`src/rtl/ep0_pkg.sv`:
```
package ep0_pkg;
    localparam int REG_W        = 8;
    // bit positions of the status byte; the order is part of the register contract
    localparam int B_CLR_SETUP  = 7;
    localparam int B_CLR_OUT    = 6;
    localparam int B_SEND_STALL = 5;
    localparam int B_SETUP_END  = 4;
    localparam int B_DATA_END   = 3;
    localparam int B_SENT_STALL = 2;
    localparam int B_IN_RDY     = 1;
    localparam int B_OUT_RDY    = 0;

    // index of each hardware-handshake flag inside the flag bank
    localparam int F_SETUP      = 0;
    localparam int F_OUT        = 1;
    localparam int F_DEND       = 2;
    localparam int F_INRDY      = 3;
    localparam int NFLAG        = 4;

    // index of each interrupt source
    localparam int NIRQ         = 4;

    // stall machine: bit0 = request pending, bit1 = sent flag held
    typedef enum logic [1:0] {
        STL_IDLE  = 2'b00,
        STL_ARMED = 2'b01,
        STL_HELD  = 2'b10,
        STL_BOTH  = 2'b11
    } stall_state_t;
endpackage

```
`src/rtl/ep0_hs_flag.sv`:
```
module ep0_hs_flag (
    input  logic clk,
    input  logic rst_n,
    input  logic set_i,
    input  logic clr_i,
    output logic q_o
);
    logic q;

    always_ff @(posedge clk) begin
        if (!rst_n)     q <= 1'b0;
        else if (set_i) q <= 1'b1;
        else if (clr_i) q <= 1'b0;
    end

    assign q_o = q;

    AST_SET_WINS: assert property (@(posedge clk) disable iff (!rst_n)
        set_i |=> q_o) else $error("flag lost a set event");

    AST_CLEAR_TAKES: assert property (@(posedge clk) disable iff (!rst_n)
        (clr_i && !set_i) |=> !q_o) else $error("flag clear ignored");
endmodule

```
`src/rtl/ep0_stall_fsm.sv`:
```
module ep0_stall_fsm
    import ep0_pkg::*;
(
    input  logic clk,
    input  logic rst_n,
    input  logic fw_arm,
    input  logic fw_clr_sent,
    input  logic hw_sent,
    output logic stall_req,
    output logic sent_flag
);
    stall_state_t state, nxt;

    always_ff @(posedge clk) begin
        if (!rst_n) state <= STL_IDLE;
        else        state <= nxt;
    end

    always_comb begin
        nxt = state;
        unique case (state)
            STL_IDLE: begin
                if (hw_sent)     nxt = fw_arm ? STL_BOTH : STL_HELD;
                else if (fw_arm) nxt = STL_ARMED;
            end
            STL_ARMED: begin
                if (hw_sent)     nxt = fw_arm ? STL_BOTH : STL_HELD;
            end
            STL_HELD: begin
                if (hw_sent)          nxt = fw_arm ? STL_BOTH : STL_HELD;
                else if (fw_clr_sent) nxt = fw_arm ? STL_ARMED : STL_IDLE;
                else if (fw_arm)      nxt = STL_BOTH;
            end
            STL_BOTH: begin
                if (hw_sent)          nxt = fw_arm ? STL_BOTH : STL_HELD;
                else if (fw_clr_sent) nxt = STL_ARMED;
            end
            default: nxt = STL_IDLE;
        endcase
    end

    always_comb begin
        stall_req = 1'b0;
        sent_flag = 1'b0;
        unique case (state)
            STL_IDLE:  ;
            STL_ARMED: stall_req = 1'b1;
            STL_HELD:  sent_flag = 1'b1;
            STL_BOTH:  begin stall_req = 1'b1; sent_flag = 1'b1; end
            default:   ;
        endcase
    end

    AST_STALL_DONE: assert property (@(posedge clk) disable iff (!rst_n)
        (hw_sent && !fw_arm) |=> !stall_req) else $error("stall request kept");

    AST_STALL_ARM: assert property (@(posedge clk) disable iff (!rst_n)
        fw_arm |=> stall_req) else $error("stall request missed");

    AST_SENT_STICKY: assert property (@(posedge clk) disable iff (!rst_n)
        hw_sent |=> sent_flag) else $error("sent flag lost");

    AST_SENT_HOLD: assert property (@(posedge clk) disable iff (!rst_n)
        (sent_flag && !fw_clr_sent) |=> sent_flag) else $error("sent flag dropped");
endmodule

```
`src/rtl/ep0_irq_gen.sv`:
```
module ep0_irq_gen
    import ep0_pkg::*;
(
    input  logic            clk,
    input  logic            rst_n,
    input  logic [NIRQ-1:0] ev_i,
    input  logic            abort_i,
    output logic            irq_o,
    output logic            flush_o
);
    logic irq_q, flush_q;

    always_ff @(posedge clk) begin
        if (!rst_n) begin
            irq_q   <= 1'b0;
            flush_q <= 1'b0;
        end else begin
            irq_q   <= |ev_i;
            flush_q <= abort_i;
        end
    end

    assign irq_o   = irq_q;
    assign flush_o = flush_q;

    AST_IRQ_QUIET: assert property (@(posedge clk) disable iff (!rst_n)
        !(|ev_i) |=> !irq_o) else $error("spurious interrupt");

    AST_IRQ_RAISE: assert property (@(posedge clk) disable iff (!rst_n)
        (|ev_i) |=> irq_o) else $error("interrupt missed");

    AST_FLUSH_PULSE: assert property (@(posedge clk) disable iff (!rst_n)
        abort_i |=> flush_o) else $error("flush missed");
endmodule

```
`src/rtl/ep0_ctrl_status.sv`:
```
module ep0_ctrl_status
    import ep0_pkg::*;
#(
    parameter int MPS_W = 8
) (
    input  logic             clk,
    input  logic             rst_n,
    input  logic             reg_wr,
    input  logic             reg_sel,
    input  logic [REG_W-1:0] reg_wdata,
    output logic [REG_W-1:0] reg_rdata,
    input  logic             ev_setup_abort,
    input  logic             ev_stall_sent,
    input  logic             ev_in_sent,
    input  logic             ev_out_rcvd,
    input  logic             ev_data_done,
    output logic             stall_req,
    output logic             in_pkt_rdy,
    output logic             data_end,
    output logic             fifo_flush,
    output logic             ep_irq,
    output logic [MPS_W-1:0] max_pkt
);
    localparam int PAD_W = (REG_W > MPS_W) ? REG_W - MPS_W : 1;

    logic             wr_cs, wr_mps;
    logic [NFLAG-1:0] set_v, clr_v, q_v;
    logic             sent_flag;
    logic [MPS_W-1:0] mps_q;

    assign wr_cs  = reg_wr & ~reg_sel;
    assign wr_mps = reg_wr &  reg_sel;

    // per-flag set and clear sources; a set always wins inside the flag cell
    assign set_v[F_SETUP] = ev_setup_abort;
    assign clr_v[F_SETUP] = wr_cs & reg_wdata[B_CLR_SETUP];
    assign set_v[F_OUT]   = ev_out_rcvd;
    assign clr_v[F_OUT]   = wr_cs & reg_wdata[B_CLR_OUT];
    assign set_v[F_DEND]  = wr_cs & reg_wdata[B_DATA_END];
    assign clr_v[F_DEND]  = ev_data_done;
    assign set_v[F_INRDY] = wr_cs & reg_wdata[B_IN_RDY];
    assign clr_v[F_INRDY] = ev_in_sent;

    for (genvar i = 0; i < NFLAG; i++) begin : g_flag
        ep0_hs_flag u_flag (
            .clk   (clk),
            .rst_n (rst_n),
            .set_i (set_v[i]),
            .clr_i (clr_v[i]),
            .q_o   (q_v[i])
        );
    end

    ep0_stall_fsm u_stall (
        .clk         (clk),
        .rst_n       (rst_n),
        .fw_arm      (wr_cs & reg_wdata[B_SEND_STALL]),
        .fw_clr_sent (wr_cs & ~reg_wdata[B_SENT_STALL]),
        .hw_sent     (ev_stall_sent),
        .stall_req   (stall_req),
        .sent_flag   (sent_flag)
    );

    ep0_irq_gen u_irq (
        .clk     (clk),
        .rst_n   (rst_n),
        .ev_i    ({ev_out_rcvd, ev_in_sent, ev_stall_sent, ev_setup_abort}),
        .abort_i (ev_setup_abort),
        .irq_o   (ep_irq),
        .flush_o (fifo_flush)
    );

    always_ff @(posedge clk) begin
        if (!rst_n)      mps_q <= '0;
        else if (wr_mps) mps_q <= reg_wdata[MPS_W-1:0];
    end

    assign max_pkt    = mps_q;
    assign in_pkt_rdy = q_v[F_INRDY];
    assign data_end   = q_v[F_DEND];

    always_comb begin
        reg_rdata = '0;
        if (reg_sel) begin
            reg_rdata[MPS_W-1:0] = mps_q;
        end else begin
            reg_rdata[B_SEND_STALL] = stall_req;
            reg_rdata[B_SETUP_END]  = q_v[F_SETUP];
            reg_rdata[B_DATA_END]   = q_v[F_DEND];
            reg_rdata[B_SENT_STALL] = sent_flag;
            reg_rdata[B_IN_RDY]     = q_v[F_INRDY];
            reg_rdata[B_OUT_RDY]    = q_v[F_OUT];
        end
    end

    logic [PAD_W-1:0] unused_pad;
    assign unused_pad = '0;

    AST_OUT_READONLY: assert property (@(posedge clk) disable iff (!rst_n)
        (wr_cs && !ev_out_rcvd && !q_v[F_OUT]) |=> !q_v[F_OUT]) else $error("firmware set out-ready");

    AST_SETUP_READONLY: assert property (@(posedge clk) disable iff (!rst_n)
        (wr_cs && !ev_setup_abort && !q_v[F_SETUP]) |=> !q_v[F_SETUP]) else $error("firmware set setup-end");

    AST_MPS_LOAD: assert property (@(posedge clk) disable iff (!rst_n)
        wr_mps |=> (max_pkt == $past(reg_wdata[MPS_W-1:0]))) else $error("size byte not loaded");

    AST_MPS_KEEP: assert property (@(posedge clk) disable iff (!rst_n)
        !wr_mps |=> $stable(max_pkt)) else $error("size byte changed");

    AST_CMD_READ_ZERO: assert property (@(posedge clk) disable iff (!rst_n)
        !reg_sel |-> (reg_rdata[B_CLR_SETUP] == 1'b0 && reg_rdata[B_CLR_OUT] == 1'b0)) else $error("command bit read back");
endmodule

```
`config.mk`:
```
export PLATFORM = sky130hd
export DESIGN_NAME = ep0_ctrl_status
export DESIGN_NICKNAME = d
export VERILOG_FILES = /design/src/rtl/ep0_pkg.sv /design/src/rtl/ep0_hs_flag.sv /design/src/rtl/ep0_stall_fsm.sv /design/src/rtl/ep0_irq_gen.sv /design/src/rtl/ep0_ctrl_status.sv
export SDC_FILE = /design/constraint.sdc
export NUM_CORES = 1
export LEC_CHECK = 0
export ABC_CLOCK_PERIOD_IN_PS = 1700
export BUFFER_PORTS_ARGS = -buffer_cell sky130_fd_sc_hd__buf_2
export CAP_MARGIN = 30
export CORE_MARGIN = 5
export CORE_UTILIZATION = 45
export DETAILED_ROUTE_END_ITERATION = 6
export PLACE_DENSITY = 0.76
export SLEW_MARGIN = 0
export SYNTH_ARGS = -nofsm -noshare
export SYNTH_HDL_FRONTEND = slang
export SYNTH_SLANG_ARGS = --single-unit
```
`constraint.sdc`:
```
create_clock -name clk -period 1.7 [get_ports clk]
set_clock_uncertainty 0.05 [all_clocks]
set_input_delay 0.17 -clock clk [delete_from_list [all_inputs] [get_ports clk]]
set_output_delay 0.17 -clock clk [all_outputs]
set_load 0.05 [all_outputs]
```
==> summary.md <==
| Metric | Value |
|---|---|
| Initial drt markers | 7 |
| Critical R2R Launch | u_stall.state[1]$_SDFFE_PN0P_ |
| Worst rel slew slack | 0.7125 |
| Final Hold Viols | 0 |
| CP Depth | 5 |
| Global-route track usage on met3 | 0.03662 |
| CP bufs+invs | 2 |
| Synth area leader | dfxtp_1 |
| Final Slew Violations | 0 |
| CTS Buf Count | 3 |
| Fillcell total | approximately 170 |
| EDFF count, synth | 0 |
| Die Y | about 53 um |
| Core Area | about 1700 um^2 |
| Setup ws final | -0.03822 ns |
| Hold path cells | 3 |
| Detailed Routing Iterations Pass 1 | 4 |
| WL/cell | approximately 13 um |
| Placed Cells | 157 |
| RR Endpoint | u_stall.state[0]$_SDFFE_PN0P_ |
| Critical Path RT | 1.48 ns |
| DP Wirelength | between 1.5 and 2 mm |
| Die Area | between 2000 and 3000 um^2 |
| Setup Crit Path Kind | reg2out |
| Root buffer cell | clkbuf_4 |
| Worst EP arrival | roughly 1.5 ns |
| Netlist cell types | 29 |
| Diode count | 0 |
| Largest net degree at the start of global routing | 22 |
| Via Count | 821 |
| Worst skew pair latency | approximately 0.27 ns |
| Max_cap viols | 0 |
| # hold bufs at CTS | 0 |
| Area of the multi-input gates | ~520 um^2 |
| Clk sinks | 16 |
| Post-route insts no fill | 161 |
| Yosys warning count | 0 |
| Startpoint Class | flip-flop |
| Seq/Total Area, Yosys | 0.3821 |
| Initial Util | 0.4803 |
| Post-Syn Area | 838.3 um^2 |
| Final net count | approximately 160 |
| Initial antenna violation count | 0 |
| GRT overflow | 0 |
| Met1 Use GR | 0.2150 |
| First-pass GRT wire length | approximately 3.5 mm |
| Achievable clock frequency | roughly 580 MHz |
| I/O Buffers | 37 |
| CTS tree | done |
| Failing checks | negative setup slack |
| Number of remaining DRC errors | 0 |
| Min Tclk post-route | approximately 1.7 ns |
| Via/cell ratio | between 5 and 6 |
| Die W | around 53 um |
| Hold path start | ev_out_rcvd |
| Hold Crit Class | in2reg |
| RSZ-0062 raised after global routing | true |
| Commonest register cell after synthesis | dfxtp_1 |
| Core Rows | 15 |
| RePlAce Congestion | 0.7740 |
| Asr flop ratio synth | 0 |
| Reg2reg setup slack | 0.05 ns |
| CP cell instances | inv_4 > ha_4 > or2_4 > mux2_4 > buf_8 |
| Most frequent cells in the layout | 35 x buf_2, 14 x nand2_1, 14 x dfxtp_1, 13 x a21oi_1, 8 x nand3_1 |
| DRT Wirelength | between 2 and 2.5 mm |
| Post-detailed-route count of antenna-violating nets | 0 |
| Most common cell after layout, fill and taps aside | buf_2 |
| Pwr dens | about 1200 nW/um^2 |
| Vias in the first global route | ~790 |
| Critical path's top delay family | flip-flops |
| Syn Inst Count | approximately 100 |
| Peak supply drop | 581.8 uV |
| All-layer global routing usage | 0.1704 |
| Worst path max stage delay | 0.39 ns |
| Hold EP | g_flag[1].u_flag.q_o$_SDFFE_PN0P_ |
| Status | complete, but fails checks |
| Slowest-stage cell, CP | dfxtp_4 |
| Worst-path maximum fanout | 4 |
| Worst-margin pin slew | ~0.43 ns |
| Synth top area share | 0.3821 |
| # setup viols final | 1 |
| Leakage | ~0.00053 uW |
| Yosys reg bits | 16 |
| Mapped Nets | about 120 |
| Setup tns final | -0.03822 ns |
| Synthesis-to-finish area growth | 34.78% |
| H-tree depth | 1 |
| Period Utilization, post-route | 1.022 |
| IO Count | 38 |
| Share of layout cells above drive strength 1 | 0.4338 |
| GR peak layer | met2 |
| FF/Latch Area | around 330 um^2 |
| Worst setup path start | u_stall.state[1]$_SDFFE_PN0P_ |
| Top cells by area, synth | dfxtp_1 38%, a21oi_1 8.4%, mux2_2 6.7% |
| CTS max path bufs | 2 |
| CTS clk-pin slew, worst paths | 0.09 ns |
| Crit. End Element | output port |
| Syn avg cell area | around 8.6 um^2 |
| Worst reg-to-reg path cell count | 7 |
| Met2 GRT Util | 0.2872 |
-- sequential cells by signal (all words and copies together), names as in the netlist --
| register | flops |
|---|---|
| u_irq.flush_o | 1 |
| max_pkt | 8 |
| u_irq.irq_o | 1 |
| u_stall.state | 2 |
| g_flag.u_flag.q_o | 4 |
-- what timing repair did --
| action | CTS | global route |
|---|---|---|
| endpoints found under the setup margin | 2 | 2 |
| gates cloned | 0 | 0 |
| setup buffers | 0 | 1 |
| gates resized for setup | 14 | 2 |
| pin swaps | 1 | 0 |
-- how the worst max path moves through the flow --
| stage | endpoint | slack [ns] |
|---|---|---|
| after floorplan | reg_rdata[5] | 0.02 |
| after global placement | reg_rdata[5] | 0.12 |
| after detailed placement | reg_rdata[5] | 0.09 |
| after CTS | reg_rdata[5] | -0.03 |
| after global routing | reg_rdata[5] | -0.09 |
| final | reg_rdata[5] | -0.04 |
-- power breakdown --
| part | switching [uW] | leakage, uW | internal, uW |
|---|---|---|---|
| Sequential | 54.0 | 0.000133 | 427 |
| Combinational | 390 | 0.000387 | 279 |
| Clock | 108 | 0.0000138 | 82.0 |
-- kinds of logic (layout without fill, tap and decap cells) --
group	after synthesis	after routing	synth area share
buffers and inverters	8	46	0.04775
adders and majority gates	4	4	0.05970
muxes	7	7	0.09104
AOI/OAI and AO/OA	23	23	0.1746
and+or+nand+nor	40	40	0.2448
DFF	16	16	0.3821
-- per-stage QoR --
stage	utilization	total power, uW	hold WS [ns]	instance area (um^2)	setup WS (ns)
final	0.6473	1340	0.06338	1130	-0.03822
after global routing	0.6473	1434	0.06267	1130	-0.09251
after CTS	0.6387	1310	0.05842	1115	-0.03356
after detailed placement	0.5986	1047	0.3521	1045	0.08746
after global placement	0.5986	1028	0.3449	1045	0.1156
after floorplan	-	917.1	0.2374	845.8	0.01784
-- worst min-delay path, cell delays in order --
cell and delay, ns:
buf_2 0.09, a21oi_1 0.04, nor2_1 0.06
-- area by class of cell --
| type | count | share of cell area |
|---|---|---|
| tap | 25 | 0.02769 |
| timing repair buffer | 39 | 0.1883 |
| clock buffer | 3 | 0.01993 |
| inverter | 4 | 0.01550 |
| multi-input combinational | 74 | 0.4585 |
| sequential | 16 | 0.2901 |
-- synth_stat cells (all sizes together) (2+ instances only) --
library cell and number:
nand3 8, mux2 5, nand2 14, buf 3, ha 4, mux2i 2, a21oi 15, nor2b 3
dfxtp 16, nand2b 2, and2 3, nor2 6, inv 4
-- per-layer routing --
metal / up-vias / routed length [um]
li1: 415 / -
met1: 371 / 990
met2: 33 / 996
met3: 2 / 164
met4: 0 / 14
met5: - / 0
Note: power is estimated with default switching activity, not from simulation.
